<file path="src/rtl/volMutePkg.sv">
package volMutePkg;
  localparam int NUM_CH      = 6;
  localparam int SAMPLE_W    = 24;
  localparam int GAIN_W      = 8;
  localparam int UNITY_SHIFT = 7;
  localparam int NUM_PAIR    = NUM_CH / 2;
  localparam int UNITY_CODE  = 1 << UNITY_SHIFT;

  // strobes from control to datapath
  typedef struct packed {
    logic              capture;  // load sample and gain into the stage
    logic              emit;     // stage holds a frame, write the outputs
    logic [NUM_CH-1:0] muteHeld; // per-channel mute for the staged frame
  } ctrlStrobeT;
endpackage

</file>
<file path="src/rtl/volMuteCtrl.sv">
module volMuteCtrl
  import volMutePkg::*;
#(
  parameter int ZERO_TICKS = 4800
) (
  input  logic                clk,
  input  logic                rstN,
  input  logic                inValid,
  input  logic [NUM_CH-1:0]   inZero,
  input  logic [NUM_PAIR-1:0] pairMute,
  input  logic                autoMuteOff,
  input  logic                rateTick,
  output ctrlStrobeT          strobes,
  output logic [NUM_CH-1:0]   zeroFlag
);
  localparam int CNT_W = $clog2(ZERO_TICKS + 1);
  localparam logic [CNT_W-1:0] CNT_LIMIT = CNT_W'(ZERO_TICKS);

  logic              stageValid;
  logic [NUM_CH-1:0] muteReg;
  logic [NUM_CH-1:0] lastZero;
  logic [NUM_CH-1:0] flagNow;
  logic [CNT_W-1:0]  zeroCnt [NUM_CH];

  always_ff @(posedge clk) begin
    if (!rstN) begin
      stageValid <= 1'b0;
      muteReg    <= '0;
    end else begin
      stageValid <= inValid;
      if (inValid) begin
        for (int c = 0; c < NUM_CH; c++) begin
          muteReg[c] <= pairMute[c/2] | (~autoMuteOff & flagNow[c]);
        end
      end
    end
  end

  for (genvar c = 0; c < NUM_CH; c++) begin : gSilence
    assign flagNow[c] = (zeroCnt[c] == CNT_LIMIT);

    always_ff @(posedge clk) begin
      if (!rstN) begin
        zeroCnt[c]  <= '0;
        lastZero[c] <= 1'b1;
      end else begin
        if (inValid) lastZero[c] <= inZero[c];
        if (inValid && !inZero[c]) begin
          zeroCnt[c] <= '0;
        end else if (rateTick && lastZero[c] && !flagNow[c]) begin
          zeroCnt[c] <= zeroCnt[c] + CNT_W'(1);
        end
      end
    end

    assert_cnt_bound_R8: assert property (@(posedge clk) disable iff (!rstN)
      zeroCnt[c] <= CNT_LIMIT);

    assert_flag_release_R8: assert property (@(posedge clk) disable iff (!rstN)
      $fell(zeroFlag[c]) |-> $past(inValid && !inZero[c]));
  end

  assign strobes.capture  = inValid;
  assign strobes.emit     = stageValid;
  assign strobes.muteHeld = muteReg;
  assign zeroFlag         = flagNow;
endmodule

</file>
<file path="src/rtl/volMuteDatapath.sv">
module volMuteDatapath
  import volMutePkg::*;
(
  input  logic                       clk,
  input  logic                       rstN,
  input  logic [NUM_CH*SAMPLE_W-1:0] inSample,
  input  logic [NUM_CH*GAIN_W-1:0]   gainCodes,
  input  ctrlStrobeT                 strobes,
  output logic [NUM_CH-1:0]          inZero,
  output logic                       outValid,
  output logic [NUM_CH*SAMPLE_W-1:0] outSample
);
  localparam int PROD_W = SAMPLE_W + GAIN_W + 2;
  localparam logic signed [PROD_W-1:0] ROUND_ADD = PROD_W'(1) <<< (UNITY_SHIFT - 1);
  localparam logic signed [PROD_W-1:0] MAX_V = PROD_W'((64'sd1 <<< (SAMPLE_W - 1)) - 64'sd1);
  localparam logic signed [PROD_W-1:0] MIN_V = -MAX_V - PROD_W'(1);
  localparam logic [GAIN_W-1:0] UNITY_G = GAIN_W'(UNITY_CODE);

  logic signed [SAMPLE_W-1:0] stSample [NUM_CH];
  logic        [GAIN_W-1:0]   stGain   [NUM_CH];
  logic        [SAMPLE_W-1:0] satVal   [NUM_CH];
  logic        [SAMPLE_W-1:0] outArr   [NUM_CH];

  always_ff @(posedge clk) begin
    if (!rstN) begin
      for (int c = 0; c < NUM_CH; c++) begin
        stSample[c] <= '0;
        stGain[c]   <= UNITY_G;
      end
    end else if (strobes.capture) begin
      for (int c = 0; c < NUM_CH; c++) begin
        stSample[c] <= inSample[c*SAMPLE_W +: SAMPLE_W];
        stGain[c]   <= gainCodes[c*GAIN_W +: GAIN_W];
      end
    end
  end

  for (genvar c = 0; c < NUM_CH; c++) begin : gLane
    logic signed [PROD_W-1:0] sExt, gExt, prod, scaled;

    assign inZero[c] = (inSample[c*SAMPLE_W +: SAMPLE_W] == '0);

    always_comb begin
      sExt   = PROD_W'(stSample[c]);
      gExt   = $signed(PROD_W'(stGain[c]));
      prod   = sExt * gExt;
      scaled = (prod + ROUND_ADD) >>> UNITY_SHIFT;
      if (scaled > MAX_V)      satVal[c] = MAX_V[SAMPLE_W-1:0];
      else if (scaled < MIN_V) satVal[c] = MIN_V[SAMPLE_W-1:0];
      else                     satVal[c] = scaled[SAMPLE_W-1:0];
    end

    always_ff @(posedge clk) begin
      if (!rstN)             outArr[c] <= '0;
      else if (strobes.emit) outArr[c] <= strobes.muteHeld[c] ? '0 : satVal[c];
    end

    assign outSample[c*SAMPLE_W +: SAMPLE_W] = outArr[c];

    assert_unity_R1: assert property (@(posedge clk) disable iff (!rstN)
      strobes.emit && stGain[c] == UNITY_G && !strobes.muteHeld[c]
      |=> outArr[c] == $past(stSample[c]));

    assert_zero_code_R4: assert property (@(posedge clk) disable iff (!rstN)
      strobes.emit && stGain[c] == '0 |=> outArr[c] == '0);
  end

  always_ff @(posedge clk) begin
    if (!rstN) outValid <= 1'b0;
    else       outValid <= strobes.emit;
  end
endmodule

</file>
<file path="src/rtl/volMuteStage.sv">
module volMuteStage
  import volMutePkg::*;
#(
  parameter int ZERO_TICKS = 4800
) (
  input  logic                       clk,
  input  logic                       rstN,
  input  logic                       inValid,
  input  logic [NUM_CH*SAMPLE_W-1:0] inSample,
  input  logic [NUM_CH*GAIN_W-1:0]   gainCodes,
  input  logic [NUM_PAIR-1:0]        pairMute,
  input  logic                       autoMuteOff,
  input  logic                       rateTick,
  output logic                       outValid,
  output logic [NUM_CH*SAMPLE_W-1:0] outSample,
  output logic [NUM_CH-1:0]          zeroFlag
);
  ctrlStrobeT        strobes;
  logic [NUM_CH-1:0] inZero;

  volMuteCtrl #(.ZERO_TICKS(ZERO_TICKS)) i_ctrl (
    .clk(clk), .rstN(rstN), .inValid(inValid), .inZero(inZero),
    .pairMute(pairMute), .autoMuteOff(autoMuteOff), .rateTick(rateTick),
    .strobes(strobes), .zeroFlag(zeroFlag)
  );

  volMuteDatapath i_data (
    .clk(clk), .rstN(rstN), .inSample(inSample), .gainCodes(gainCodes),
    .strobes(strobes), .inZero(inZero), .outValid(outValid), .outSample(outSample)
  );

  assert_latency_R7: assert property (@(posedge clk) disable iff (!rstN)
    inValid |-> ##2 outValid);

  assert_no_spurious_R7: assert property (@(posedge clk) disable iff (!rstN)
    outValid |-> $past(inValid, 2));

  for (genvar c = 0; c < NUM_CH; c++) begin : gChk
    assert_pair_mute_R5: assert property (@(posedge clk) disable iff (!rstN)
      $past(inValid, 2) && $past(pairMute[c/2], 2)
      |-> outSample[c*SAMPLE_W +: SAMPLE_W] == '0);

    assert_auto_mute_R9: assert property (@(posedge clk) disable iff (!rstN)
      $past(inValid, 2) && $past(zeroFlag[c] && !autoMuteOff, 2)
      |-> outSample[c*SAMPLE_W +: SAMPLE_W] == '0);
  end
endmodule

</file>
<file path="config.mk">
export PLATFORM = sky130hd
export DESIGN_NAME = volMuteStage
export DESIGN_NICKNAME = d
export VERILOG_FILES = /design/src/rtl/volMutePkg.sv /design/src/rtl/volMuteCtrl.sv /design/src/rtl/volMuteDatapath.sv /design/src/rtl/volMuteStage.sv
export SDC_FILE = /design/constraint.sdc
export NUM_CORES = 2
export LEC_CHECK = 0
export ABC_CLOCK_PERIOD_IN_PS = 7400
export BUFFER_PORTS_ARGS = -buffer_cell sky130_fd_sc_hd__clkbuf_2
export CORE_MARGIN = 2
export CORE_UTILIZATION = 35
export CTS_BUF_LIST = sky130_fd_sc_hd__clkbuf_8
export DETAILED_ROUTE_END_ITERATION = 6
export HOLD_SLACK_MARGIN = 0.02
export PLACE_DENSITY_LB_ADDON = 0.2
export SKIP_CTS_REPAIR_TIMING = 1
export SLEW_MARGIN = 20
export SYNTH_ARGS = -nofsm -noshare
export SYNTH_HDL_FRONTEND = slang
export SYNTH_SLANG_ARGS = --single-unit
export TNS_END_PERCENT = 100
</file>
<file path="constraint.sdc">
create_clock -name clk -period 7.4 [get_ports clk]
set_input_delay 1.48 -clock clk [delete_from_list [all_inputs] [get_ports clk]]
set_output_delay 1.48 -clock clk [all_outputs]
set_load 0.05 [all_outputs]
</file>
== Word level (Yosys, flattened, before mapping) ==
Memories as Yosys holds them, arrays and structs flattened.
Index checks and enable logic that the tools add are counted.
Word-level totals
  bits in registers: 14
  memory bits (writable): 414
  bits of input ports: 200
  output and inout port bits: 151
  logic and storage cells: 225
  memories: 4
Cells by class
  $add $sub $neg: 12
  multipliers: 6
  magnitude comparators: 12
  equal/unequal tests: 6
  multiplexer cells: 97
  bitwise logic cells: 43
  reductions and logical operators: 36
Memories
  i_data.outArr: depth 6, bits a word 24, read ports 6, clocked after Yosys merged registers in 0, write ports 6, RTL line volMuteDatapath.sv:22  | logic [SAMPLE_W-1:0] outArr [NUM_CH];
  i_data.stSample: depth 6, bits a word 24, read ports 6, clocked after Yosys merged registers in 0, write ports 6, RTL line volMuteDatapath.sv:19  | logic signed [SAMPLE_W-1:0] stSample [NUM_CH];
  i_ctrl.zeroCnt: depth 6, bits a word 13, read ports 6, clocked after Yosys merged registers in 0, write ports 6, RTL line volMuteCtrl.sv:23  | logic [CNT_W-1:0] zeroCnt [NUM_CH];
  i_data.stGain: depth 6, bits a word 8, read ports 6, clocked after Yosys merged registers in 0, write ports 6, RTL line volMuteDatapath.sv:20  | logic [GAIN_W-1:0] stGain [NUM_CH];
Operator list (number)
  $mux W24: 30
  $add A33 B8 Y34 const B: 6
  $mul A24 B9 Y33: 6
  $gt A27 B24 Y1 const B: 6
  $lt A27 B24 Y1 const B: 6
  $mux W13: 12
  $logic_not A24 Y1: 6
  $add A13 B1 Y13 const B: 6
  $eq A13 B13 Y1 const B: 6
  $mux W1: 49
  $mux W8: 6
  $or A1 B1 Y1: 36
  $logic_and A1 B1 Y1: 18
  $logic_not A1 Y1: 12
  $and A1 B1 Y1: 6
  $not A1 Y1: 1

== Logic depth before layout (Yosys ltp) ==
An unclocked memory read counts as a cell.
  depth after elaboration: 9
  gate-level depth with buffers: 23
  gate-level depth less buffers: 21

== Modules after synthesis ==
Synthesis repeated with hierarchy kept, for this count alone.
Unflattened totals
  cell total of the unflattened synthesis: 5730
  area, all modules: 57835.5 µm²
Modules (own cells, without submodules)
  volMuteDatapath: instances 1, cells each 5268, area an instance 52970.8 µm²
  volMuteCtrl: instances 1, cells each 462, area an instance 4864.7 µm²

== Worst setup path before layout ==
No wires, ideal clock.
  kind: in2reg
  start point: in rstN
  end point: mem i_data.stGain[0][0] (enable)
  library setup time: 543 ps
  arrival: 5775 ps
  data required time: 6857 ps
  setup slack: 1082 ps
  stages: 4
  cells stage by stage: clkbuf_1 clkbuf_1 nor2b_1 inv_1
RTL lines
  start, declared: RTL line volMuteStage.sv:7  | input logic rstN,
  end, declared: RTL line volMuteDatapath.sv:20

==> flow_summary.ini <==
[outcome]
status = finished, final reports clean

[route]
ant_nets = 0
wl_per_cell_um = 18.6
routed_wl_um = 150000
num_vias = 39600
drc = 0
drt-initial-drc-count = 2104
firstDrtPassIters = 5
via_per_inst = 4.92

[power]
pwr-share-seq = 0.225
clockPowerShare = 0.159
vdd_drop_max_mv = 0.209
powerDensity_nw_per_um2 = 253
power.share.switching = 0.473
leakage_nw = 32.3
comb_power_share = 0.617
p_int_w = 0.00833
p_sw_w = 0.00750

[timing]
report.final.slew_viol_count = 0
max_slew_margin = 0.277
finalClockSkew_ns = 0.0529
rsz0062_at_grt = false
post-route-period-util = 0.943
setup_viol = 0
timing.fmax_ghz = 0.143
fin_setup_tns_ns = 0
tightest_slew_ns = 1.08
hold_violations = 0
fin_crit_ns = 6.98

[final_layout]
final_cell_mix = fa_1 (912), nand2_1 (782), inv_1 (779), ha_1 (540), and2_1 (492)
finalInstanceArea_um2 = 62700
nFillCells = 16100
nNetsFinal = 7476
fin_cells = 8054
final_common_cell = fa_1
syn_to_final_growth_pct = 10.4
drive_gt1_frac = 0.101

[global_routing]
grt_antenna_before_repair = 10
grt_usage = 0.185
grt_pass1_wl_um = 239000
grt_pass1_vias = 42000
grt_max_degree = 119
grt_overflow = 0

[yosys]
synth-edff-count = 414
yosysWarnings = 0
yosys_most_used_dff = edfxtp_1
synthArstFlopShare = 0
netlist_instances = 5504
syn-cell-area_um2 = 56700
syn_area_per_cell_um2 = 10.3
ys_seq_area_frac = 0.224
syn_nets = 7156
yosys_register_bits = 428
synth_cell_types = 89

[clock_network]
cts_tree = done
insertion_delay_ns = 0.78
cts-root-buf = clkbuf_8
numCtsBuffers = 90
clock-sinks = 428
clock_path_buffers = 3
clkTransAtPathRegs_ns = 0.06
htreeDepth = 3

[critical_path]
start_kind = flop
required_ns = 8.00
cp_max_fo = 23
cp.arrival_ns = 7.58
critical_path_class = reg2reg
endpoint_kind = flop

[placement]
hpwl_um = 118000
place_area_um2 = 61000
dp_cells = 7891
portBuffers = 350
place_congestion = 0.823

[floorplan]
ios = 351
coreArea_um2 = 161000
initial_core_util = 0.353
dieArea_um2 = 165000
die_w_um = 407
rows = 147
dieHeight_um = 407

[min_path]
hp-class = reg2reg

[job]
drv_cap = 0
cell families after synthesis:
kind of cell	after synthesis	share of synthesized area
flops	428	0.224
xor+xnor	243	0.0376
simple gates	1893	0.168
fa+ha+maj	1452	0.441
compound gates	534	0.0654
mux	1	0.000397
buf+inv	953	0.0640
power by group through the flow:
stage	Clock [W]	Sequential (W)	Combinational, W
final	0.00251	0.00356	0.00976
after global placement	0	0.00361	0.00979
after detailed placement	0	0.00361	0.00979
after CTS	0.00263	0.00357	0.00992
after global routing	0.00271	0.00361	0.0111
after floorplan	0	0.00416	0.00676
sequential cells by signal, summed over array words and instances (netlist names):
name	count
i_data.outValid	1
i_data.stSample	144
i_data.stGain	48
i_ctrl.muteReg	6
i_ctrl.stageValid	1
i_ctrl.zeroCnt	78
i_data.outArr	144
i_ctrl.lastZero	6
metrics by stage:
stage	util	total power [W]	setup slack, ns	hold WS [ns]
2_1_floorplan	-	0.0109	1.08	0.417
3_3_place_gp	0.379	0.0134	0.568	0.445
3_5_place_dp	0.379	0.0134	0.485	0.448
4_1_cts	0.390	0.0161	0.455	0.461
5_1_grt	0.390	0.0174	0.0727	0.508
6_report	0.390	0.0158	0.420	0.461
area by class of cell:
class                   instances  area (um2)  area share
multi-input cells            4123       40400       0.645
flip-flops and latches        428       12700       0.203
inverters                     768        2890      0.0461
well taps                    2160        2700      0.0431
repair buffers                413        2240      0.0358
clock buffers                  91        1250      0.0200
clock inverters                69         438     0.00699
diodes                          2        5.00   0.0000799
path summary, 6_finish.rpt:
kind                                           start                    to  slack (ns)  depth (start not counted)
worst min-delay path               i_ctrl.muteReg[0]     i_ctrl.muteReg[0]        0.46                          2
worst min register to register     i_ctrl.muteReg[0]     i_ctrl.muteReg[0]        0.46                          2
worst max-delay path            i_data.stGain[0][16]  i_data.outArr[1][14]        0.42                         19
worst max register to register  i_data.stGain[0][16]  i_data.outArr[1][14]        0.42                         19
critical path, cell delays in order (launching register included):
cell and delay (ns):
edfxtp_1 0.69, nand2_1 0.17, fa_1 0.56, inv_1 0.05
fa_1 0.51, inv_1 0.06, fa_1 0.53, inv_1 0.05
fa_1 0.44, ha_1 0.28, ha_1 0.31, a21o_1 0.21
a2111oi_4 0.41, a21oi_2 0.13, o311ai_2 0.50, a21oi_2 0.19
a311o_2 0.45, xnor2_1 0.17, o31ai_4 0.93, a21o_1 0.21
metal layers:
| layer | wire length, um | share of wire | vias up | GRT usage |
|---|---|---|---|---|
| met3 | 6740 | 0.045 | 171 | 0.0243 |
| li1 | - | - | 18500 | - |
| met5 | 70 | 0.00047 | - | 0 |
| met2 | 69300 | 0.46 | 788 | 0.297 |
| met1 | 70500 | 0.47 | 20200 | 0.263 |
| met4 | 3250 | 0.022 | 8 | 0.0477 |
Yosys cell counts (4+ instances only):
cell type | number | area [um2]
a211oi_1 | 14 | 105
a21o_1 | 172 | 1290
a21oi_1 | 126 | 631
a21oi_2 | 5 | 43.8
a221o_1 | 5 | 50.1
a221oi_1 | 5 | 43.8
a31o_2 | 5 | 43.8
a31oi_1 | 16 | 100
a41oi_1 | 5 | 43.8
and2_1 | 492 | 3080
and3_1 | 228 | 1430
buf_2 | 11 | 55.1
buf_6 | 4 | 45.0
clkbuf_1 | 166 | 623
dfxtp_1 | 14 | 280
edfxtp_1 | 414 | 12400
fa_1 | 912 | 18300
ha_1 | 540 | 6760
inv_1 | 768 | 2880
nand2_1 | 782 | 2940
nand2b_1 | 11 | 68.8
nand3_1 | 56 | 280
nand3b_1 | 5 | 37.5
nand4_1 | 22 | 138
nand4b_1 | 6 | 52.6
nor2_1 | 157 | 589
nor2b_1 | 18 | 113
nor3_1 | 32 | 160
nor4_1 | 42 | 263
o2111ai_1 | 6 | 52.6
o211ai_1 | 8 | 60.1
o21a_1 | 10 | 75.1
o21ai_0 | 93 | 465
o21ai_1 | 6 | 30.0
o21bai_1 | 15 | 113
or2_2 | 7 | 43.8
or3_1 | 4 | 25.0
or4_1 | 6 | 45.0
xnor2_1 | 143 | 1250
xor2_1 | 99 | 867
No activity file was read; power rests on OpenSTA's default activity.
